`src/rtl/dpwm_pkg.sv`:
```
package dpwm_pkg;

  localparam int NCH          = 2;
  localparam int A_CTRL       = 0;
  localparam int A_DEAD       = 1;
  localparam int A_GEN_BASE   = 2;
  localparam int A_GEN_STRIDE = 4;
  localparam int OFF_PER_LO   = 0;
  localparam int OFF_PER_HI   = 1;
  localparam int OFF_DUTY_LO  = 2;
  localparam int OFF_DUTY_HI  = 3;

  // control byte, LSB first: run0, run1, pre0, pre1, mode
  typedef struct packed {
    logic       comp;
    logic [1:0] pre;
    logic [1:0] run;
  } dpwm_ctrl_t;

  function automatic int gen_addr(input int ch, input int off);
    return A_GEN_BASE + A_GEN_STRIDE * ch + off;
  endfunction

  // last prescaler phase before a counter step
  function automatic int pre_last(input logic sel, input int div_lo, input int div_hi);
    return sel ? div_hi - 1 : div_lo - 1;
  endfunction

endpackage

```
`src/rtl/dpwm_regs.sv`:
```
module dpwm_regs
  import dpwm_pkg::*;
#(
  parameter int CNT_W  = 16,
  parameter int DT_W   = 8,
  parameter int ADDR_W = 4,
  parameter int DATA_W = 8
) (
  input  logic                          clk,
  input  logic                          rst_n,
  input  logic                          wr_en,
  input  logic [ADDR_W-1:0]             wr_addr,
  input  logic [DATA_W-1:0]             wr_data,
  output dpwm_ctrl_t                    ctrl_q,
  output logic [DT_W-1:0]               dead_q,
  output logic [NCH-1:0][CNT_W-1:0]     per_q,
  output logic [NCH-1:0][CNT_W-1:0]     duty_q
);

  localparam int HI_W   = CNT_W - DATA_W;
  localparam int CTRL_W = $bits(dpwm_ctrl_t);

  always_ff @(posedge clk or negedge rst_n) begin
    if (!rst_n) begin
      ctrl_q <= '0;
      dead_q <= '0;
    end else if (wr_en) begin
      if (wr_addr == ADDR_W'(A_CTRL)) ctrl_q <= dpwm_ctrl_t'(wr_data[CTRL_W-1:0]);
      if (wr_addr == ADDR_W'(A_DEAD)) dead_q <= wr_data[DT_W-1:0];
    end
  end

  always_ff @(posedge clk or negedge rst_n) begin
    if (!rst_n) begin
      per_q  <= '1;
      duty_q <= '0;
    end else if (wr_en) begin
      for (int ch = 0; ch < NCH; ch++) begin
        if (wr_addr == ADDR_W'(gen_addr(ch, OFF_PER_LO)))
          per_q[ch][DATA_W-1:0] <= wr_data;
        if (wr_addr == ADDR_W'(gen_addr(ch, OFF_PER_HI)))
          per_q[ch][CNT_W-1:DATA_W] <= wr_data[HI_W-1:0];
        if (wr_addr == ADDR_W'(gen_addr(ch, OFF_DUTY_LO)))
          duty_q[ch][DATA_W-1:0] <= wr_data;
        if (wr_addr == ADDR_W'(gen_addr(ch, OFF_DUTY_HI)))
          duty_q[ch][CNT_W-1:DATA_W] <= wr_data[HI_W-1:0];
      end
    end
  end

endmodule

```
`src/rtl/dpwm_gen.sv`:
```
module dpwm_gen
  import dpwm_pkg::*;
#(
  parameter int CNT_W  = 16,
  parameter int DIV_LO = 4,
  parameter int DIV_HI = 12
) (
  input  logic             clk,
  input  logic             rst_n,
  input  logic             run,
  input  logic             pre_sel,
  input  logic [CNT_W-1:0] period,
  input  logic [CNT_W-1:0] duty,
  output logic             pwm,
  output logic             tick,
  output logic             wrap,
  output logic [CNT_W-1:0] cnt
);

  localparam int DIV_MAX = (DIV_HI > DIV_LO) ? DIV_HI : DIV_LO;
  localparam int PRE_W   = (DIV_MAX > 2) ? $clog2(DIV_MAX) : 1;

  logic [PRE_W-1:0] pre_q;
  logic [PRE_W-1:0] pre_end;
  logic [CNT_W-1:0] per_sh;
  logic [CNT_W-1:0] duty_sh;

  function automatic logic below_duty(input logic [CNT_W-1:0] c, input logic [CNT_W-1:0] d);
    return c < d;
  endfunction

  assign pre_end = PRE_W'(pre_last(pre_sel, DIV_LO, DIV_HI));
  assign tick    = run && (pre_q == pre_end);
  assign wrap    = tick && (cnt == per_sh);
  assign pwm     = run && below_duty(cnt, duty_sh);

  always_ff @(posedge clk or negedge rst_n) begin
    if (!rst_n)      pre_q <= '0;
    else if (!run)   pre_q <= '0;
    else if (tick)   pre_q <= '0;
    else             pre_q <= pre_q + PRE_W'(1);
  end

  always_ff @(posedge clk or negedge rst_n) begin
    if (!rst_n)      cnt <= '0;
    else if (!run)   cnt <= '0;
    else if (wrap)   cnt <= '0;
    else if (tick)   cnt <= cnt + CNT_W'(1);
  end

  // shadows follow the live values while stopped, and reload only at a wrap while running
  always_ff @(posedge clk or negedge rst_n) begin
    if (!rst_n) begin
      per_sh  <= '1;
      duty_sh <= '0;
    end else if (!run || wrap) begin
      per_sh  <= period;
      duty_sh <= duty;
    end
  end

endmodule

```
`src/rtl/dpwm_deadtime.sv`:
```
module dpwm_deadtime #(
  parameter int DT_W = 8
) (
  input  logic            clk,
  input  logic            rst_n,
  input  logic            en,
  input  logic            raw,
  input  logic [DT_W-1:0] dt,
  output logic            out
);

  logic [DT_W-1:0] hold_q;

  // saturating count of clocks the source has stayed high
  always_ff @(posedge clk or negedge rst_n) begin
    if (!rst_n)            hold_q <= '0;
    else if (!en || !raw)  hold_q <= '0;
    else if (hold_q < dt)  hold_q <= hold_q + DT_W'(1);
  end

  assign out = en && raw && (hold_q >= dt);

endmodule

```
`src/rtl/dpwm_chsel.sv`:
```
module dpwm_chsel #(
  parameter int DT_W = 8
) (
  input  logic            clk,
  input  logic            rst_n,
  input  logic            comp,
  input  logic [1:0]      gen_pwm,
  input  logic [DT_W-1:0] dead,
  output logic            pwm_hi,
  output logic            pwm_lo
);

  logic [1:0] leg_src;
  logic [1:0] leg_out;

  assign leg_src[0] = gen_pwm[0];
  assign leg_src[1] = ~gen_pwm[0];

  for (genvar leg = 0; leg < 2; leg++) begin : g_leg
    dpwm_deadtime #(.DT_W(DT_W)) dt_i (
      .clk  (clk),
      .rst_n(rst_n),
      .en   (comp),
      .raw  (leg_src[leg]),
      .dt   (dead),
      .out  (leg_out[leg])
    );
  end

  assign pwm_hi = comp ? leg_out[0] : gen_pwm[0];
  assign pwm_lo = comp ? leg_out[1] : gen_pwm[1];

endmodule

```
`src/rtl/dual_pwm_deadtime.sv`:
```
module dual_pwm_deadtime
  import dpwm_pkg::*;
#(
  parameter int CNT_W  = 16,
  parameter int DT_W   = 8,
  parameter int DIV_LO = 4,
  parameter int DIV_HI = 12,
  parameter int ADDR_W = 4,
  parameter int DATA_W = 8
) (
  input  logic              clk,
  input  logic              rst_n,
  input  logic              wr_en,
  input  logic [ADDR_W-1:0] wr_addr,
  input  logic [DATA_W-1:0] wr_data,
  output logic              pwm_hi,
  output logic              pwm_lo
);

  dpwm_ctrl_t                ctrl_q;
  logic [DT_W-1:0]           dead_cnt;
  logic [NCH-1:0][CNT_W-1:0] per_q;
  logic [NCH-1:0][CNT_W-1:0] duty_q;

  // named internal events for the checker
  logic                      comp_mode;
  logic [NCH-1:0]            run_bits;
  logic [NCH-1:0]            pre_bits;
  logic [NCH-1:0]            gen_pwm;
  logic [NCH-1:0]            gen_tick;
  logic [NCH-1:0]            gen_wrap;
  logic [NCH-1:0][CNT_W-1:0] gen_cnt;

  assign comp_mode = ctrl_q.comp;
  assign run_bits  = ctrl_q.run;
  assign pre_bits  = ctrl_q.pre;

  dpwm_regs #(.CNT_W(CNT_W), .DT_W(DT_W), .ADDR_W(ADDR_W), .DATA_W(DATA_W)) regs_i (
    .clk    (clk),
    .rst_n  (rst_n),
    .wr_en  (wr_en),
    .wr_addr(wr_addr),
    .wr_data(wr_data),
    .ctrl_q (ctrl_q),
    .dead_q (dead_cnt),
    .per_q  (per_q),
    .duty_q (duty_q)
  );

  for (genvar ch = 0; ch < NCH; ch++) begin : g_gen
    dpwm_gen #(.CNT_W(CNT_W), .DIV_LO(DIV_LO), .DIV_HI(DIV_HI)) gen_i (
      .clk    (clk),
      .rst_n  (rst_n),
      .run    (run_bits[ch]),
      .pre_sel(pre_bits[ch]),
      .period (per_q[ch]),
      .duty   (duty_q[ch]),
      .pwm    (gen_pwm[ch]),
      .tick   (gen_tick[ch]),
      .wrap   (gen_wrap[ch]),
      .cnt    (gen_cnt[ch])
    );
  end

  dpwm_chsel #(.DT_W(DT_W)) chsel_i (
    .clk    (clk),
    .rst_n  (rst_n),
    .comp   (comp_mode),
    .gen_pwm(gen_pwm),
    .dead   (dead_cnt),
    .pwm_hi (pwm_hi),
    .pwm_lo (pwm_lo)
  );

endmodule

```
`config.mk`:
```
export PLATFORM = sky130hd
export DESIGN_NAME = dual_pwm_deadtime
export DESIGN_NICKNAME = d
export VERILOG_FILES = /design/src/rtl/dpwm_pkg.sv /design/src/rtl/dpwm_regs.sv /design/src/rtl/dpwm_gen.sv /design/src/rtl/dpwm_deadtime.sv /design/src/rtl/dpwm_chsel.sv /design/src/rtl/dual_pwm_deadtime.sv
export SDC_FILE = /design/constraint.sdc
export NUM_CORES = 1
export LEC_CHECK = 0
export BUFFER_PORTS_ARGS = -buffer_cell sky130_fd_sc_hd__clkbuf_2
export CORE_ASPECT_RATIO = 0.9
export CORE_MARGIN = 3
export CORE_UTILIZATION = 40
export DETAILED_ROUTE_END_ITERATION = 6
export PLACE_DENSITY = 0.52
export REMOVE_ABC_BUFFERS = 1
export SLEW_MARGIN = 20
export SYNTH_ARGS = -nofsm -noshare
export SYNTH_HDL_FRONTEND = slang
export SYNTH_SLANG_ARGS = --single-unit
```
`constraint.sdc`:
```
create_clock -name clk -period 4.57 [get_ports clk]
set_clock_uncertainty 0.2 [all_clocks]
set_input_delay 0.457 -clock clk [delete_from_list [all_inputs] [get_ports clk]]
set_output_delay 0.457 -clock clk [all_outputs]
set_load 0.005 [all_outputs]
```
# Word level (Yosys, flattened, before mapping)
# Cells that the tools add are included.
[word_totals] wordCells=99 reg_bits=197 output_inout_bits=2 in_bits=15
[op_classes] n_addsub=6 n_eq_ne=15 reduce_logical=31 order_cmp=6 muxes=18 n_bitwise=1
[ops] op="$mux W16" count=6
[ops] op="$add A16 B1 Y16 const B" count=2
[ops] op="$eq A16 B16 Y1" count=2
[ops] op="$lt A16 B16 Y1" count=2
[ops] op="$mux W8" count=4
[ops] op="$mux W4" count=6
[ops] op="$reduce_and A2 Y1" count=10
[ops] op="$add A8 B1 Y8 const B" count=2
[ops] op="$eq A4 B3 Y1 const B" count=4
[ops] op="$ge A8 B8 Y1" count=2
[ops] op="$lt A8 B8 Y1" count=2
[ops] op="$logic_and A1 B1 Y1" count=10
[ops] op="$add A4 B1 Y4 const B" count=2
[ops] op="$eq A4 B2 Y1 const B" count=2
[ops] op="$eq A4 B4 Y1" count=2
[ops] op="$eq A4 B4 Y1 const B" count=2
[ops] op="$ne A3 B1 Y1 const B" count=2
[ops] op="$eq A4 B1 Y1 const B" count=1
[ops] op="$logic_not A1 Y1" count=4
[ops] op="$logic_not A4 Y1" count=1
[ops] op="$logic_or A1 B1 Y1" count=4
[ops] op="$reduce_bool A2 Y1" count=2
[ops] op="$mux W1" count=2
[ops] op="$not A1 Y1" count=1

# Longest topological paths before layout
[logic_depth] word_depth=6 ltp_mapped=9

# Modules after synthesis
# Synthesis repeated with hierarchy kept, for this count alone.
[unflattened] cells_unflattened=825 hier_area_um2=10244.8
[modules_own_cells] mod="dpwm_gen" instances=2 cells_each=248 area_each_um2=2952.8 seq_area_each_um2=1321.3
[modules_own_cells] mod="dpwm_regs" instances=1 cells_each=178 area_each_um2=3031.7 seq_area_each_um2=1966.9
[modules_own_cells] mod="dpwm_deadtime" instances=2 cells_each=74 area_each_um2=640.6 seq_area_each_um2=200.2
[modules_own_cells] mod="dpwm_chsel" instances=1 cells_each=3 area_each_um2=26.3 seq_area_each_um2=0.0

# Worst setup path after synthesis
# Ideal clock, no wire load.
[synth_path] kind="register to output" from="reg g_gen[0].gen_i.cnt[7]" to="out pwm_lo" path_stages_with_launch=9 path_slack_ns=2.014 t_arrival_ns=1.899 path_cell_list="dfrtp_1 > ha_1 > and3_1 > a221oi_1 > nor2b_1 > o31ai_2 > a21bo_2 > buf_4 > o22ai_1"
[synth_via] elab_chain_len=6
[synth_rtl] element="start: declaration" line="dpwm_gen.sv:17" text="output logic [CNT_W-1:0] cnt"
[synth_rtl] element="start signal: assignment" line="dpwm_gen.sv:48" text="else if (tick) cnt <= cnt + CNT_W'(1);"
[synth_rtl] element="$lt A16 B16 Y1" line="dpwm_gen.sv:29" text="return c < d;"
[synth_rtl] element="$logic_and A1 B1 Y1" line="dpwm_gen.sv:35" text="assign pwm = run && below_duty(cnt, duty_sh);"
[synth_rtl] element="$not A1 Y1" line="dpwm_chsel.sv:17" text="assign leg_src[1] = ~gen_pwm[0];"
[synth_rtl] element="$logic_and A1 B1 Y1 (2 in a row)" line="dpwm_deadtime.sv:21" text="assign out = en && raw && (hold_q >= dt);"
[synth_rtl] element="$mux W1" line="dpwm_chsel.sv:31" text="assign pwm_lo = comp ? leg_out[1] : gen_pwm[1];"
[synth_rtl] element="end: declaration" line="dual_pwm_deadtime.sv:17" text="output logic pwm_lo"
# Every way passes these cells.

# Worst setup path in the final report
# Ends and elaborated chain as after synthesis.

==> results.yml <==
status:
  status: "finished clean"
clock_tree:
  ctsResizeCount: 0
  cts_tree: "built"
  cts_root_buf: "clkbuf_16"
  cts_buffers: 17
  numClockSinks: 197
  cts_buffer_depth: 2
  cts.clk_slew.worst_paths_ns: 0.07
  post_cts_buffers: 0
  clk_latency_ns: 0.43
  hold_buffers: 1
  htree_num_levels: 4
critical_path:
  slowest_delay_ns: 0.45
  path_class: "register to primary output"
  critPathMaxFanout: 9
  start_kind: "register"
  worstPathCellList: "ha_1 > and3_1 > a221oi_1 > nor2b_1 > o31ai_2 > a21bo_2 > o22ai_1 > clkbuf_2"
  endpoint_kind: "primary output"
  cp.arrival_ns: 2.79
  slowest_stage: "dfrtp_1"
  cp.required_ns: 3.91
grt:
  antenna_found_initial: 1
  grt_max_degree: 108
  track_usage: 0.1694
  grt_pass1_vias: 6323
  grt_pass1_wl_mm: 34.42
  grt_overflow: 0
layout:
  finalNetCount: 902
  diodes: 0
  drive_above_1_share: 0.2807
  fillCellCount: 2092
  area_delta_synth_final_pct: 10.64
  utilization: 0.4587
yosys:
  ys_types: 55
  synth_common_cells: "dfrtp_1 (133), mux2_2 (110), dfstp_2 (64)"
  postSynthCellCount: 816
  synth-edff-count: 0
  synth_seq_cells: 197
  synth_ff_type: "dfrtp_1"
  synthArstFlopShare: 1.000
  yosys.area.top_type_share: 0.3495
  synth.area.top_cells: "dfrtp_1 (35%), dfstp_2 (18%), mux2_2 (13%)"
  yosysWarnings: 0
  syn_area_um2: 9522
  synth_top_area_cell: "dfrtp_1"
  ys_seq_area_frac: 0.5261
  avgSynthCellArea_um2: 11.67
  synth_most_common_cell: "dfrtp_1"
sta:
  slew_headroom: 0.2547
  hold_ws_ns: 0.2647
  fin_tns_setup_ns: 0
  rsz0062_at_grt: "false"
  setup_viol: 0
  min_period_ns: 3.450
  min_period_over_period: 0.7550
  slew_viol_final: 0
  fmax_mhz: 289.8
  worst_slew_pin_slew_ns: 1.114
  finalHoldViolCount: 0
die:
  start_util: 0.4146
  core_um2: 22970
  num_rows: 52
  io_pins: 17
  dieWidth_um: 168.6
  die_area_um2: 25690
  fp.dieH_um: 152.4
drt:
  first_pass_iters: 4
  drc_errors: 0
  dr_total_vias: 6049
  postRouteAntennaNets: 0
  viasPerCell: 5.283
  dr.first_iter.drc_count: 357
  wl_per_cell_um: 18.24
  routed_wl_mm: 20.89
placement:
  dp_hpwl_mm: 14.68
  gp_congestion: 0.8294
  portBuffers: 16
run:
  drv_cap: 0
min_path:
  hold_path_class: "register to register"
pwr:
  peakVddDrop_v: 0.0002660
  power.leakage_uw: 0.004688
  power_density_nw_per_um2: 478.4
==> per-layer routing <==
layer | vias to the layer above | global-route usage | wire length (um)
li1 | 2880 | - | -
met1 | 3060 | 0.2525 | 10520
met2 | 94 | 0.2564 | 9342
met3 | 15 | 0.03346 | 812
met4 | 0 | 0.03740 | 208
met5 | - | 0 | 0
==> cell families after synthesis <==
logic type | count (synthesis) | share of synthesized area
fa+ha+maj | 52 | 0.06833
simple gates | 215 | 0.1155
compound gates | 101 | 0.06360
buf+inv | 70 | 0.03062
flops | 197 | 0.5261
xor+xnor | 69 | 0.06347
mux | 112 | 0.1323
==> metrics by stage <==
| stage | power (uW) | setup slack (ns) | area, um^2 | std cells |
|---|---|---|---|---|
| final | 5041 | 1.120 | 10540 | 1145 |
| after global routing | 5353 | 0.8871 | 10540 | 1145 |
| after CTS | 5107 | 1.097 | 10540 | 1145 |
| after detailed placement | 3594 | 1.575 | 9940 | 1112 |
| after global placement | 3535 | 1.587 | 9940 | 1112 |
| after floorplan | 3214 | 1.579 | 9407 | 793 |
==> final timing paths <==
| path | start | to | slack, ns | cells past startpoint |
|---|---|---|---|---|
| setup / recovery | g_gen[0].gen_i.cnt[7] | pwm_lo | 1.12 | 8 |
| hold / removal | g_gen[0].gen_i.pre_q[0] | g_gen[0].gen_i.pre_q[0] | 0.26 | 1 |
| setup reg to reg | g_gen[1].gen_i.cnt[2] | g_gen[1].gen_i.duty_sh[0] | 1.58 | 6 |
| hold reg to reg | g_gen[0].gen_i.pre_q[0] | g_gen[0].gen_i.pre_q[0] | 0.26 | 1 |
| max in group asynchronous | rst_n | regs_i.per_q[14] | 2.60 | 3 |
| min in group asynchronous | rst_n | chsel_i.g_leg[0].dt_i.hold_q[5] | 0.45 | 2 |
==> power by group <==
group / internal, uW / switching, uW
Combinational: 492 / 549
Clock: 786 / 707
Sequential: 2270 / 237
==> sequential cells by signal, summed over array words and instances (netlist names) <==
register                   flops
g_gen.gen_i.pre_q              8
g_gen.gen_i.cnt               32
regs_i.dead_q                  8
g_gen.gen_i.duty_sh           32
regs_i.ctrl_q                  5
regs_i.duty_q                 32
regs_i.per_q                  32
g_gen.gen_i.per_sh            32
chsel_i.g_leg.dt_i.hold_q     16
==> cell type report <==
| cell class | instances | area, um^2 | area share |
|---|---|---|---|
| sequential | 197 | 5010 | 0.4755 |
| multi-input combinational | 549 | 4235 | 0.4020 |
| clock buffer | 19 | 442.9 | 0.04204 |
| tap | 297 | 371.6 | 0.03527 |
| inverter | 47 | 176.4 | 0.01675 |
| timing repair buffer | 23 | 156.4 | 0.01485 |
| clock inverter | 13 | 142.6 | 0.01354 |
==> worst max-delay path: cells and delay by family (launching register included) <==
family | cells | cell delay (ns)
AOI/OAI and AO/OA | 4 | 1.18
DFF | 1 | 0.45
adders and majority gates | 1 | 0.32
and+or+nand+nor | 2 | 0.30
buffers and inverters | 1 | 0.13
==> layout by cell type, fill, tap and decap left out, types with 4 or more instances in the layout <==
cell type	netlist	final
dfrtp_1	133	133
mux2_2	110	110
dfstp_2	64	64
nand2_1	57	57
ha_1	52	52
nor2_1	50	50
inv_1	47	47
o21ai_0	43	43
xor2_1	43	43
a21oi_1	26	26
xnor2_1	26	26
nand4_1	17	17
clkbuf_16	0	17
nand3_1	15	15
clkbuf_2	0	15
nor4_1	11	11
or3_1	11	11
nand2b_1	9	9
and3_1	8	8
nor3_1	7	7
a21o_1	6	6
nor2b_1	6	6
buf_4	6	5
nand3b_1	4	4
and2_1	4	4
nor3b_1	4	4
clkinvlp_4	0	4
Power figures use the tool's default switching activity.
